===== src/rtl/sfd_delim_pkg.sv =====
package sfd_delim_pkg;
  // delimiter as an 8-bit history word: oldest bit at the MSB, newest at the LSB
  localparam int unsigned    SFD_BITS = 8;
  localparam logic [7:0]     SFD_WORD = 8'b1010_1011;
  localparam int unsigned    HALF_BYTE_BITS = 4;

  typedef enum logic {
    PH_HUNT  = 1'b0,
    PH_TRACK = 1'b1
  } phase_state_e;
endpackage


===== src/rtl/sfd_hunt.sv =====
module sfd_hunt #(
  parameter int unsigned    W   = 8,
  parameter logic [W-1:0]   PAT = 8'b1010_1011
) (
  input  logic clk,
  input  logic rst,
  input  logic rx_ok,
  input  logic rx_bit,
  output logic found
);
  logic [W-1:0] hist_q;

  always_ff @(posedge clk) begin
    if (rst || !rx_ok) begin
      hist_q <= '0;
    end else begin
      hist_q <= {hist_q[W-2:0], rx_bit};
    end
  end

  assign found = (hist_q == PAT);


  hist_clear_chk: assert property (@(posedge clk) disable iff (rst)
    !rx_ok |=> !found);
endmodule


===== src/rtl/delim_phase.sv =====
module delim_phase
  import sfd_delim_pkg::*;
#(
  parameter int unsigned HALF_BITS = 4
) (
  input  logic clk,
  input  logic rst,
  input  logic rx_ok,
  input  logic found,
  output logic strobe
);
  localparam int unsigned   CW   = (HALF_BITS > 2) ? $clog2(HALF_BITS) : 1;
  localparam logic [CW-1:0] LAST = CW'(HALF_BITS - 1);

  phase_state_e  state_q;
  logic [CW-1:0] cnt_q;
  logic          strobe_q;

  always_ff @(posedge clk) begin
    if (rst || !rx_ok) begin
      state_q  <= PH_HUNT;
      cnt_q    <= '0;
      strobe_q <= 1'b0;
    end else begin
      case (state_q)
        PH_HUNT: begin
          if (found) begin
            state_q  <= PH_TRACK;
            cnt_q    <= '0;
            strobe_q <= 1'b1;
          end
        end
        default: begin
          if (cnt_q == LAST) begin
            cnt_q    <= '0;
            strobe_q <= ~strobe_q;
          end else begin
            cnt_q <= cnt_q + 1'b1;
          end
        end
      endcase
    end
  end

  assign strobe = strobe_q;


  strobe_needs_track_chk: assert property (@(posedge clk) disable iff (rst)
    strobe_q |-> state_q == PH_TRACK);


  toggle_on_wrap_chk: assert property (@(posedge clk) disable iff (rst)
    (state_q == PH_TRACK && !$stable(strobe_q)) |-> cnt_q == '0);


  no_restart_chk: assert property (@(posedge clk) disable iff (rst)
    (state_q == PH_TRACK && rx_ok && cnt_q != LAST) |=> $stable(strobe_q));
endmodule


===== src/rtl/ser_fwd.sv =====
module ser_fwd (
  input  logic clk,
  input  logic rst,
  input  logic rx_valid,
  input  logic rx_bit,
  output logic ser_out
);
  always_ff @(posedge clk) begin
    if (rst) begin
      ser_out <= 1'b0;
    end else begin
      ser_out <= rx_bit & rx_valid;
    end
  end
endmodule


===== src/rtl/sfd_delim_gen.sv =====
module sfd_delim_gen
  import sfd_delim_pkg::*;
#(
  parameter int unsigned          PAT_BITS  = SFD_BITS,
  parameter logic [PAT_BITS-1:0]  PAT_WORD  = SFD_WORD,
  parameter int unsigned          HALF_BITS = HALF_BYTE_BITS
) (
  input  logic clk,
  input  logic rst,
  input  logic rx_valid,
  input  logic rx_bit,
  input  logic tx_busy,
  output logic delim_strobe,
  output logic ser_out
);
  logic rx_ok;
  logic sfd_found;

  assign rx_ok = rx_valid & ~tx_busy;

  sfd_hunt #(.W(PAT_BITS), .PAT(PAT_WORD)) u_hunt (
    .clk    (clk),
    .rst    (rst),
    .rx_ok  (rx_ok),
    .rx_bit (rx_bit),
    .found  (sfd_found)
  );

  delim_phase #(.HALF_BITS(HALF_BITS)) u_phase (
    .clk    (clk),
    .rst    (rst),
    .rx_ok  (rx_ok),
    .found  (sfd_found),
    .strobe (delim_strobe)
  );

  ser_fwd u_fwd (
    .clk      (clk),
    .rst      (rst),
    .rx_valid (rx_valid),
    .rx_bit   (rx_bit),
    .ser_out  (ser_out)
  );


  fwd_latency_chk: assert property (@(posedge clk) disable iff (rst)
    1'b1 |=> ser_out == $past(rx_bit & rx_valid));


  valid_drop_chk: assert property (@(posedge clk) disable iff (rst)
    !rx_valid |=> !delim_strobe);


  tx_quiet_chk: assert property (@(posedge clk) disable iff (rst)
    tx_busy |=> !delim_strobe);
endmodule


===== config.mk =====
export PLATFORM = sky130hd
export DESIGN_NAME = sfd_delim_gen
export DESIGN_NICKNAME = d
export VERILOG_FILES = /design/src/rtl/sfd_delim_pkg.sv /design/src/rtl/sfd_hunt.sv /design/src/rtl/delim_phase.sv /design/src/rtl/ser_fwd.sv /design/src/rtl/sfd_delim_gen.sv
export SDC_FILE = /design/constraint.sdc
export NUM_CORES = 1
export LEC_CHECK = 0
export BUFFER_PORTS_ARGS = -buffer_cell sky130_fd_sc_hd__buf_2
export CORE_AREA = 2 2 39 41
export DETAILED_ROUTE_END_ITERATION = 6
export DIE_AREA = 0 0 41 43
export SLEW_MARGIN = 20
export SYNTH_ARGS = -nofsm -noshare
export SYNTH_HDL_FRONTEND = slang
export SYNTH_HIERARCHICAL = 1
export SYNTH_SLANG_ARGS = --single-unit

===== constraint.sdc =====
create_clock -name clk -period 1.5 [get_ports clk]
set_input_delay 0.375 -clock clk [delete_from_list [all_inputs] [get_ports clk]]
set_output_delay 0.375 -clock clk [all_outputs]
set_load 0.01 [all_outputs]

# After elaboration in Yosys (flattened, before gate mapping)
# Cells that the tools add are included.
# word_totals
register_bits,13
# op_classes
add_sub_neg,1
n_eq_ne,3
mux,8
n_bitwise,4
n_reduce_logical,4
# op_table
cell,n
$eq A8 B8 Y1 const B,1
$mux W2,3
$mux W1,5
$add A2 B1 Y2 const B,1
$and A1 B1 Y1,2
$eq A2 B2 Y1 const B,1
$ne A2 B2 Y1 const B,1
$not A1 Y1,2
$reduce_and A2 Y1,1
$reduce_bool A2 Y1,1
$logic_not A1 Y1,1
$logic_or A1 B1 Y1,1

# Logic depth before layout (Yosys ltp)
# Gate-level depths: netlist of run 1.
# depth
ltp_word,4
mapped_depth,4

# Modules after synthesis
# The synthesis of run 1 kept the hierarchy.
# modules_own_cells
mod,n_inst,cells_each,area_per_inst_um2,seq_area_each_um2
sfd_hunt,1,20,247.7,160.2
delim_phase,1,18,178.9,80.1
ser_fwd,1,2,28.8,20.0
sfd_delim_gen,1,1,13.8,0.0

# Worst setup path before layout of run 1
# Ideal clock, no wire load.
# synth_timing
path_type,register -> register
from,register u_phase.cnt_q[0]
to,register u_phase.cnt_q[0]
setup_time_ns,0.066
arrival_time_ns,0.974
required_time_ns,1.434
setup_slack_ns,0.459
path_stages_with_launch,4
path_cell_list,dfxtp_1 -> ha_1 -> or3b_1 -> a21oi_2
# synth_between
elab_chain_cells,3
# synth_lines
item,line,rtl
"start, declared",delim_phase.sv:16,logic [CW-1:0] cnt_q;
"start signal, assigned",delim_phase.sv:38,cnt_q <= cnt_q + 1'b1;
$add A2 B1 Y2 or $eq A2 B2 Y1 (tied branches),"delim_phase.sv:38, delim_phase.sv:34",
$mux W2 *,delim_phase.sv:34,if (cnt_q == LAST) begin
$mux W2 *,delim_phase.sv:25,case (state_q)
# Every way passes the cells marked *; elsewhere a longest branch is shown, timed or not.
# A chain may end at the register's enable or synchronous reset.

# Worst setup path after layout of run 1
# layout_timing
from,"register u_phase.strobe_q, in the netlist u_phase/strobe"
to,output port delim_strobe
# layout_rtl
item,line,rtl
"start, declared",delim_phase.sv:17,logic strobe_q;
"start signal, assigned",delim_phase.sv:36,strobe_q <= ~strobe_q;
"end, declared",sfd_delim_gen.sv:13,"output logic delim_strobe,"
# No word-level cell between the ends.

==> summary.md, run 1 <==
| Metric | Value |
|---|---|
| Bufs and invs on worst path | 1 |
| Core region area | 1380 um2 |
| Area share of the largest cell type after synthesis | 55.5% |
| Async set or reset register ratio after synthesis | 0% |
| Ys flop type | dfxtp_1 |
| Startpoint Class | flip-flop |
| Total Neg Setup Slack | 0 ps |
| DPL Wire Length | 461 um |
| Die area | 1760 um2 |
| Vias per inst | 4.31 |
| Setup slack, reg-to-reg | 400 ps |
| DRT Pass-1 Iters | 2 |
| Initial Util | 33.9% |
| Status | finished clean |
| Mapped Cells | 41 |
| Crit share post-route | 73.9% |
| First-pass GRT wire length | 1.12 mm |
| Final nets | 58 |
| Critical path depth | 1 |
| Final setup vio count | 0 |
| Clock Skew | 1.25 ps |
| Crit. End Element | output pin |
| Seq/Total Area, Yosys | 55.5% |
| R2R cell count | 4 |
| Ant diodes | 0 |
| CP Launch Point | u_phase/strobe |
| Hold Crit Start | rx_bit |
| Unrepaired setup endpoints after global routing | no |
| Initial drt markers | 1 |
| Largest family of logic cells by synthesized area | simple AND/OR/NAND/NOR gates |
| ANT nets after route | 0 |
| Avg WL per Cell | 9.09 um |
| DRC | 0 |
| Yosys warns | 6 |
| Post-synthesis mux area share | 2.13% |
| Maxcap violations | 0 |
| Post-synth EDFFs | 0 |
| Cell leakage power | 0.216 nW |
| Syn_area_per_cell | 11.4 um2 |
| Post-CTS Setup Bufs | 0 |
| GP Congestion | 0.594 |
| Synth Area in Adders | 2.67% |
| Largest delay contributor family on the critical path | flip-flops |
| Yosys top cell by area | dfxtp_1 |
| Critical Path RT | 1120 ps |
| Simple-gate area share of the yosys netlist | 34.4% |
| Worst-path maximum fanout | 3 |
| Min cycle time layout | 1110 ps |
| Post-synth cell types | 17 |
| Synthesis-stage register bit count | 13 |
| I/O Buffers | 6 |
| Slew margin rel. | 85.0% |
| Overall power | 0.000569 W |
| Crit path capture | delim_strobe |
| Largest net degree at the start of global routing | 9 |
| Syn Nets | 47 |
| H-tree depth | 1 |
| Layout area overhead | 16.3% |
| Max Slew Vio Count | 0 |
| Top post-synthesis cells by area | dfxtp_1, and2_1, nor2b_4, or3b_1, ha_1 |
| CTS Root Cell | clkbuf_4 |
| Chip Width | 41 um |
| GRT Resource Usage Total | 10.1% |
| Hold-fix buffers, CTS | 0 |
| Clk sinks | 13 |
| Gates resized, CTS repair | 0 |
| TritonCTS clock tree | done |
| Post-synth top cells | dfxtp_1, and2_1, nor2_1, or3b_1, nor2b_4 |
| Reg-to-reg critical path endpoint | u_phase/strobe |
| Worst hold path class | in2reg |
| Gr ovfl total | 0 |
| Initial antenna violation count | 0 |
| Vias in the first global route | 262 |
| Setup CP Type | reg2out |
| F_max | 0.902 GHz |
| Max clock buf depth | 2 |
| RR Startpoint | u_hunt/hist_q[4] |
| TritonCTS buffer count | 3 |
| Die Y | 43 um |
| Maximum vdd ir drop | 452 uV |
| Most common cell in the netlist | dfxtp_1 |
| WHS Path Cells | 2 |
| Clock Latency Late Sink | 260 ps |
| Slowest cell on crit path | dfxtp_1 |
| Synthesized area | 469 um2 |
| Synth Area in XOR/XNOR | 0% |
| Total Wirelength | 609 um |
| Layout cells sized above 1 | 25.5% |
| Post-synthesis compound-gate area fraction | 4.53% |
| CP arrival | 730 ps |
| Hold Vio Cnt, Final | 0 |
| Ports | 7 |
| Clk slew on worst S/H paths | 70 ps |
| Critical path cell sequence | buf_2 |
| Routed vias | 289 |
| Core Rows | 14 |
| Crit path largest cell delay | 340 ps |
| Worst-Margin Slew | 225 ps |
| Power density cells | 1040 nW/um2 |
-- per-stage QoR --
step                      std cells  cell area [um2]  hold slack, ps  setup WS (ps)  utilization (%)
after global placement           63              519             428            414             37.5
after detailed placement         63              519             442            385             37.5
after CTS                        67              546             315            374             39.4
after floorplan                  41              469             420            459                -
after global routing             67              546             343            217             39.4
final                            67              546             319            392             39.4
-- logic make-up after synthesis --
| family | count (synthesis) |
|---|---|
| muxes | 1 |
| AOI/OAI and AO/OA | 3 |
| DFF | 13 |
| and+or+nand+nor | 22 |
| adders and majority gates | 1 |
| buffers and inverters | 1 |
-- cell usage in the layout (no fill, tap or decap) --
master,n
nand2_1,1
and3b_1,1
a21oi_1,1
and3_2,1
nor2_1,3
mux2i_1,1
inv_1,1
nand4bb_1,1
buf_2,6
a211oi_1,1
clkbuf_1,1
nor2b_4,2
and2_1,8
dfxtp_1,13
nand4b_1,1
nand2b_1,1
clkbuf_4,3
a21oi_2,1
or3b_1,3
ha_1,1
-- state kept, by name (all words and copies together), names as in the netlist --
name             count
u_hunt/hist_q        8
u_phase/cnt_q        2
u_fwd/ser_out        1
u_phase/state_q      1
u_phase/strobe       1
-- worst min path at each step --
stage and endpoint:
4_1_cts u_hunt/hist_q[0], 2_1_floorplan u_hunt/hist_q[7], 6_report u_hunt/hist_q[0], 3_5_place_dp u_hunt/hist_q[7], 5_1_grt u_hunt/hist_q[0], 3_3_place_gp u_hunt/hist_q[7]
-- layout make-up --
type / count / area (um2)
clock buffers: 4 / 26.3
flip-flops and latches: 13 / 260
multi-input cells: 27 / 205
inverters: 1 / 3.75
well taps: 16 / 20.0
fillers: 135 / 838
repair buffers: 6 / 30.0
-- layer usage --
metal | share of wire [%] | vias up | wire (um) | track usage (%)
li1 | - | 159 | - | -
met1 | 54 | 121 | 328 | 15.3
met2 | 39 | 7 | 236 | 10.0
met3 | 5.1 | 2 | 31 | 3.14
met4 | 2.0 | 0 | 12 | 10.0
met5 | 0 | - | 0 | 0
-- where the power goes --
part	switching, W	internal (W)
sequential	0.000000590	0.000347
combinational	0.00000849	0.0000102
clock	0.000101	0.000103
total	0.000110	0.000459
Note: power is estimated with default switching activity, not from simulation.
==> run 2: changes to the inputs <==
==> constraint.sdc (replaced) <==
create_clock -name clk -period 1.05 [get_ports clk]
set_input_delay 0.2625 -clock clk [delete_from_list [all_inputs] [get_ports clk]]
set_output_delay 0.2625 -clock clk [all_outputs]
set_load 0.01 [all_outputs]
==> run 2 against run 1 <==
Compared with the run above:
- the run now ends with negative setup slack left
- sequential share of layout area shrank 0.71 points
- combinational power grew 44%
- clock skew grew 1.6 ps
- largest power group unchanged
==> summary.md, run 2 (synthesis gave the netlist of run 1 again) <==
| Metric | Value |
|---|---|
| Maximum vdd ir drop | 606 uV (was 452 uV) |
| Initial drt markers | 3 (was 1) |
| Vias in the first global route | 290 (was 262) |
| Crit share post-route | 102% |
| Slew margin rel. | 86.3% (was 85.0%) |
| Crit. End Element | flip-flop (was output pin) |
| Layout area overhead | 19.7% (was 16.3%) |
| Final setup margin | -18.2 ps (was 392 ps) |
| Initial antenna violation count | 0 (unchanged) |
| Most frequent cells in the layout | dfxtp_1, and2_1, buf_2 (unchanged) |
| Setup CP Type | reg2reg (was reg2out) |
| Core region area | 1380 um2 (unchanged) |
| Startpoint Class | flip-flop (unchanged) |
| Worst-path maximum fanout | 4 (was 3) |
| WHS Path Cells | 2 (unchanged) |
| Ports | 7 (unchanged) |
| GP Congestion | 0.598 (was 0.594) |
| Max reg flops | 8 (unchanged) |
| Final setup vio count | 2 (was 0) |
| DRT Pass-1 Iters | 5 (was 2) |
| Critical path cell sequence | nand4bb_1 > nor2_2 > or3b_1 > a21oi_2 (was buf_2) |
| Failing checks | negative setup slack |
| Die Y | 43 um (unchanged) |
| Placed insts | 64 (was 63) |
| Hold Crit Start | rx_bit (unchanged) |
| Clock Latency Late Sink | 270 ps (was 260 ps) |
| Clk slew on worst S/H paths | 80 ps (was 70 ps) |
| TritonCTS buffer count | 3 (unchanged) |
| Largest net degree at the start of global routing | 9 (unchanged) |
| Clk sinks | 13 (unchanged) |
| GRT Resource Usage Total | 10.8% (was 10.1%) |
| H-tree depth | 1 (unchanged) |
| Gr ovfl total | 0 (unchanged) |
| Initial Util | 33.9% (unchanged) |
| Crit path largest cell delay | 370 ps (was 340 ps) |
| Power density cells | 1470 nW/um2 (was 1040 nW/um2) |
| Hold Vio Cnt, Final | 0 (unchanged) |
| Largest registers | u_hunt/hist_q (8), u_phase/cnt_q (2) (unchanged) |
| Layout cells sized above 1 | 36.5% (was 25.5%) |
| RR Startpoint | u_hunt/hist_q[2] (was u_hunt/hist_q[4]) |
| Avg WL per Cell | 9.91 um (was 9.09 um) |
| Hold endpoint | u_hunt/hist_q[0] (unchanged) |
| Status | finished with violations (was finished clean) |
| Post-Layout Cell Count | 68 (was 67) |
| Reg-to-reg critical path endpoint | u_phase/cnt_q[0] (was u_phase/strobe) |
| DRC | 0 (unchanged) |
| I/O Buffers | 6 (unchanged) |
| Ant diodes | 0 (unchanged) |
| ANT nets after route | 0 (unchanged) |
| Maxcap violations | 0 (unchanged) |
| Final nets | 59 (was 58) |
| Vias per inst | 4.59 (was 4.31) |
| Cell leakage power | 0.220 nW (was 0.216 nW) |
| Biggest register | u_hunt/hist_q (unchanged) |
| Unrepaired setup endpoints after global routing | yes (was no) |
| Worst hold path class | in2reg (unchanged) |
| Clock Skew | 2.90 ps (was 1.25 ps) |
| Min cycle time layout | 1070 ps |
| Max Slew Vio Count | 0 (unchanged) |
| Core Rows | 14 (unchanged) |
| TritonCTS clock tree | done (unchanged) |
| F_max | 0.936 GHz |
| CP arrival | 1280 ps (was 730 ps) |
| Most common cell after layout, fill and taps aside | dfxtp_1 (unchanged) |
| Layout Utilization | 40.6% (was 39.4%) |
| Routed vias | 312 (was 289) |
| Worst-Margin Slew | 206 ps (was 225 ps) |
| Max clock buf depth | 2 (unchanged) |
| Total Neg Setup Slack | -25.1 ps (was 0 ps) |
| Slowest cell on crit path | or3b_1 (was dfxtp_1) |
| Hold-fix buffers, CTS | 0 (unchanged) |
| Total Wirelength | 674 um (was 609 um) |
| Overall power | 0.000823 W (was 0.000569 W) |
| R2R cell count | 4 (unchanged) |
| Die area | 1760 um2 (unchanged) |
| Setup slack, reg-to-reg | -20 ps (was 400 ps) |
| Critical Path RT | 1260 ps (was 1120 ps) |
| Chip Width | 41 um (unchanged) |
| First-pass GRT wire length | 1.19 mm (was 1.12 mm) |
| CTS Root Cell | clkbuf_4 (unchanged) |
==> run 2: cell count changes in the layout (fill, tap and decap cells not counted), sizes merged <==
cell / delta
buf: +1
==> run 2: timing repair <==
item	4_1_cts	5_1_grt
gates cloned	0	0
pin swaps	3	0
setup buffers	0	0
setup endpoints to repair	3	4
resized for setup	4	1
==> run 2: critical path, delay by kind of cell (launching register included) <==
family / cells / cell delay, ps
simple gates: 3 / 570
flops: 1 / 330
compound gates: 1 / 120
==> run 2: routing by layer <==
layer  vias to the layer above  share of wire (%)  global-route usage [%]
met5                         -                  0                       0
met2                         9                 43                    13.1
met3                         2                5.2                    3.14
met4                         0                2.1                    12.0
li1                        163                  -                       -
met1                       138                 50                    13.6
==> run 2: metrics by stage <==
| stage | setup WS, ps | area (um2) | hold WS (ps) |
|---|---|---|---|
| after global routing | -94.9 | 562 | 210 |
| after CTS | -18.5 | 561 | 189 |
| final | -18.2 | 562 | 202 |
| after floorplan | 9.42 | 469 | 384 |
| after global placement | -20.4 | 527 | 430 |
| after detailed placement | -57.6 | 527 | 435 |
==> run 2: worst max-delay path by stage <==
stage | from | end | slack [ps]
after floorplan | u_phase/cnt_q[0] | u_phase/cnt_q[0] | 9
after global placement | u_phase/cnt_q[0] | u_phase/cnt_q[0] | -20
after detailed placement | u_hunt/hist_q[4] | u_phase/strobe | -60
after CTS | u_hunt/hist_q[2] | u_phase/cnt_q[0] | -20
after global routing | u_hunt/hist_q[6] | u_phase/strobe | -90
final | u_hunt/hist_q[2] | u_phase/cnt_q[0] | -20
==> run 2: report_power, final <==
group | switching (W) | internal (W) | total [W] | leakage (nW)
Clock | 0.000153 | 0.000147 | 0.000300 | 0.0150
Sequential | 0.000000889 | 0.000495 | 0.000496 | 0.106
Combinational | 0.0000123 | 0.0000146 | 0.0000269 | 0.0983
Total | 0.000166 | 0.000657 | 0.000823 | 0.220
==> run 2: final cells by class <==
type | count | area [um2]
clock buffer | 4 | 26.3
fill | 148 | 822
inverter | 1 | 3.75
multi-input combinational | 27 | 210
sequential | 13 | 264
tap | 16 | 20.0
timing repair buffer | 7 | 37.5
==> run 3: changes to the inputs <==
==> constraint.sdc (replaced) <==
create_clock -name clk -period 1.15 [get_ports clk]
set_input_delay 0.2875 -clock clk [delete_from_list [all_inputs] [get_ports clk]]
set_output_delay 0.2875 -clock clk [all_outputs]
set_load 0.01 [all_outputs]
==> run 3 against run 2 <==
Compared with the run above:
- sequential power down 8.7%
- hold slack gained 30 ps
- flip-flop and latch count is the same
- die area unchanged
- final cell count decreased by 1.5%
- the run now ends clean
- via count shrank 5.8%
- clock skew decreased by 1.8 ps
- register-to-register slack better by 70 ps
- non-clock buffer count decreased by 1
==> summary.md, run 3 (synthesis gave the netlist of run 1 again) <==
| Metric | Value |
|---|---|
| H-tree depth | 1 (unchanged) |
| CP Launch Point | u_phase/cnt_q[0] (was u_hunt/hist_q[2]) |
| Avg WL per Cell | 9.24 um (was 9.91 um) |
| Final Cell Area | 556 um2 (was 562 um2) |
| Total Wirelength | 619 um (was 674 um) |
| First-pass GRT wire length | 1.12 mm (was 1.19 mm) |
| Clock Latency Late Sink | 260 ps (was 270 ps) |
| Wire length on met2 | 246 um (was 289 um) |
| I/O Buffers | 6 (unchanged) |
| Layout cells sized above 1 | 33.3% (was 36.5%) |
| Sequential fraction of design power | 61.0% (was 60.2%) |
| Largest net degree at the start of global routing | 9 (unchanged) |
| Crit path largest cell delay | 370 ps (about the same) |
| Crit share post-route | 95.2% (was 102%) |
| Setup CP Type | reg2reg (unchanged) |
| Core Rows | 14 (unchanged) |
| Clock Skew | 1.13 ps (was 2.90 ps) |
| Die Y | 43 um (unchanged) |
| Crit path capture | u_phase/cnt_q[0] (unchanged) |
| Met3 routed WL | 31 um (was 35 um) |
| Placed cell areas | 519 um2 (was 527 um2) |
| Worst slack, placed | 35.5 ps (was -57.6 ps) |
| Bufs and invs on worst path | 0 (unchanged) |
| Top Metal Used | met4 (unchanged) |
| Initial antenna violation count | 0 (unchanged) |
| Worst hold path class | in2reg (unchanged) |
| ANT nets after route | 0 (unchanged) |
| DRC | 0 (unchanged) |
| Clk sinks | 13 (unchanged) |
| Most frequent cells in the layout | dfxtp_1, and2_1, buf_2 (unchanged) |
| TritonCTS clock tree | done (unchanged) |
| Max clock buf depth | 2 (unchanged) |
| FF/Latch Area | 263 um2 (was 264 um2) |
| Ports | 7 (unchanged) |
| Min cycle time layout | 1090 ps (was 1070 ps) |
| Gr ovfl total | 0 (unchanged) |
| GRT Resource Usage Total | 10.1% (was 10.8%) |
| Critical path cell sequence | ha_1 > or3b_1 > a21oi_2 (was nand4bb_1 > nor2_2 > or3b_1 > a21oi_2) |
| Biggest register | u_hunt/hist_q (unchanged) |
| Area of the multi-input gates | 213 um2 (was 210 um2) |
| Sw Pwr | 0.000143 W (was 0.000166 W) |
| Final setup margin | 55.5 ps (was -18.2 ps) |
| Maximum vdd ir drop | 573 uV (was 606 uV) |
| RR Startpoint | u_phase/cnt_q[0] (was u_hunt/hist_q[2]) |
| Sw Ratio | 19.3% (was 20.2%) |
| Initial Util | 33.9% (unchanged) |
| GP Congestion | 0.594 (was 0.598) |
| Placed insts | 63 (was 64) |
| CP arrival | 1300 ps (was 1280 ps) |
| Core region area | 1380 um2 (unchanged) |
| Routed vias | 294 (was 312) |
| Slew margin rel. | 85.5% (was 86.3%) |
| Ant diodes | 0 (unchanged) |
| Clk slew on worst S/H paths | 70 ps (was 80 ps) |
| Chip Width | 41 um (unchanged) |
| DRT Pass-1 Iters | 1 (was 5) |
| Maxcap violations | 0 (unchanged) |
| Total Neg Setup Slack | 0 ps (was -25.1 ps) |
| Layout area overhead | 18.4% (was 19.7%) |
| Largest registers | u_hunt/hist_q (8), u_phase/cnt_q (2) (unchanged) |
| Crit. End Element | flip-flop (unchanged) |
| Initial drt markers | 0 (was 3) |
| Worst-Margin Slew | 218 ps (was 206 ps) |
| R2R cell count | 3 (was 4) |
| Setup slack, reg-to-reg | 60 ps (was -20 ps) |
| Unrepaired setup endpoints after global routing | no (was yes) |
| CTS Root Cell | clkbuf_4 (unchanged) |
| Fill count | 136 (was 148) |
| DPL Wire Length | 461 um |
| Status | finished clean (was finished with violations) |
| TritonCTS buffer count | 3 (unchanged) |
| Largest delay contributor family on the critical path | simple AND/OR/NAND/NOR gates (unchanged) |
| Power density cells | 1340 nW/um2 (was 1470 nW/um2) |
| Final setup vio count | 0 (was 2) |
| Vias in the first global route | 262 (was 290) |
| Startpoint Class | flip-flop (unchanged) |
| Wl on met1 | 326 um (was 334 um) |
| Max Slew Vio Count | 0 (unchanged) |
| Reg-to-reg critical path endpoint | u_phase/cnt_q[0] (unchanged) |
| Cell leakage power | 0.217 nW (was 0.220 nW) |
| Final nets | 58 (was 59) |
| Hold Vio Cnt, Final | 0 (unchanged) |
| Post-CTS Setup Bufs | 0 (unchanged) |
| F_max | 0.914 GHz (was 0.936 GHz) |
| Gate power share | 3.3% (about the same) |
| Max reg flops | 8 (unchanged) |
| Slowest cell on crit path | or3b_1 (unchanged) |
| Most common cell after layout, fill and taps aside | dfxtp_1 (unchanged) |
| Worst-path maximum fanout | 3 (was 4) |
| Post-Layout Cell Count | 67 (was 68) |
| Critical path depth | 3 (was 4) |
| Die area | 1760 um2 (unchanged) |
| Clock Power Share | 35.7% (was 36.5%) |
| Pint | 0.000599 W (was 0.000657 W) |
| Critical Path RT | 1350 ps (was 1260 ps) |
| Vias per inst | 4.39 (was 4.59) |
run 3: changes by cell type in the layout (fill, tap and decap cells not counted):
cell	previous run	this run
ha_2	1	0
a211oi_2	0	1
ha_1	0	1
dfxtp_2	3	2
buf_4	1	0
a211oi_1	1	0
dfxtp_1	10	11
run 3: what timing repair did:
item	CTS	global route
endpoints found under the hold margin	0	0
endpoints found under the setup margin	0	3
hold buffers	0	0
gates resized for setup	0	4
run 3: area by class of cell:
type / count / share of cell area (%)
Inverter: 1 / 0.676
Timing Repair Buffer: 6 / 5.41
Tap cell: 16 / 3.60
Sequential cell: 13 / 47.3
Clock buffer: 4 / 4.73
Multi-Input combinational cell: 27 / 38.3
run 3: metal layers:
layer / track usage, % / vias up
li1: - / 160
met1: 15.3 / 125
met2: 10.0 / 7
met3: 3.14 / 2
met4: 10.0 / 0
met5: 0 / -
run 3: power groups by stage:
stage / logic [W] / clock network, W / registers [W]
detailed placement: 0.0000248 / 0 / 0.000464
floorplan: 0.0000115 / 0 / 0.000464
CTS: 0.0000249 / 0.000275 / 0.000453
global route: 0.0000277 / 0.000302 / 0.000453
global placement: 0.0000246 / 0 / 0.000464
finish: 0.0000246 / 0.000265 / 0.000453
run 3: stage by stage:
stage,util [%],hold slack (ps),power (W)
global route,40.1,256,0.000783
global placement,37.5,428,0.000488
floorplan,-,409,0.000476
detailed placement,37.5,442,0.000489
CTS,39.4,228,0.000753
finish,40.1,232,0.000742
run 3: worst min path at each step:
stage / startpoint / end / slack (ps) / cells past startpoint
6_report: rx_bit / u_hunt/hist_q[0] / 230 / 2
4_1_cts: rx_bit / u_hunt/hist_q[0] / 230 / 2
2_1_floorplan: rx_bit / u_hunt/hist_q[0] / 410 / 1
5_1_grt: rx_bit / u_hunt/hist_q[0] / 260 / 2
3_3_place_gp: u_hunt/hist_q[6] / u_hunt/hist_q[7] / 430 / 1
3_5_place_dp: u_hunt/hist_q[6] / u_hunt/hist_q[7] / 440 / 1
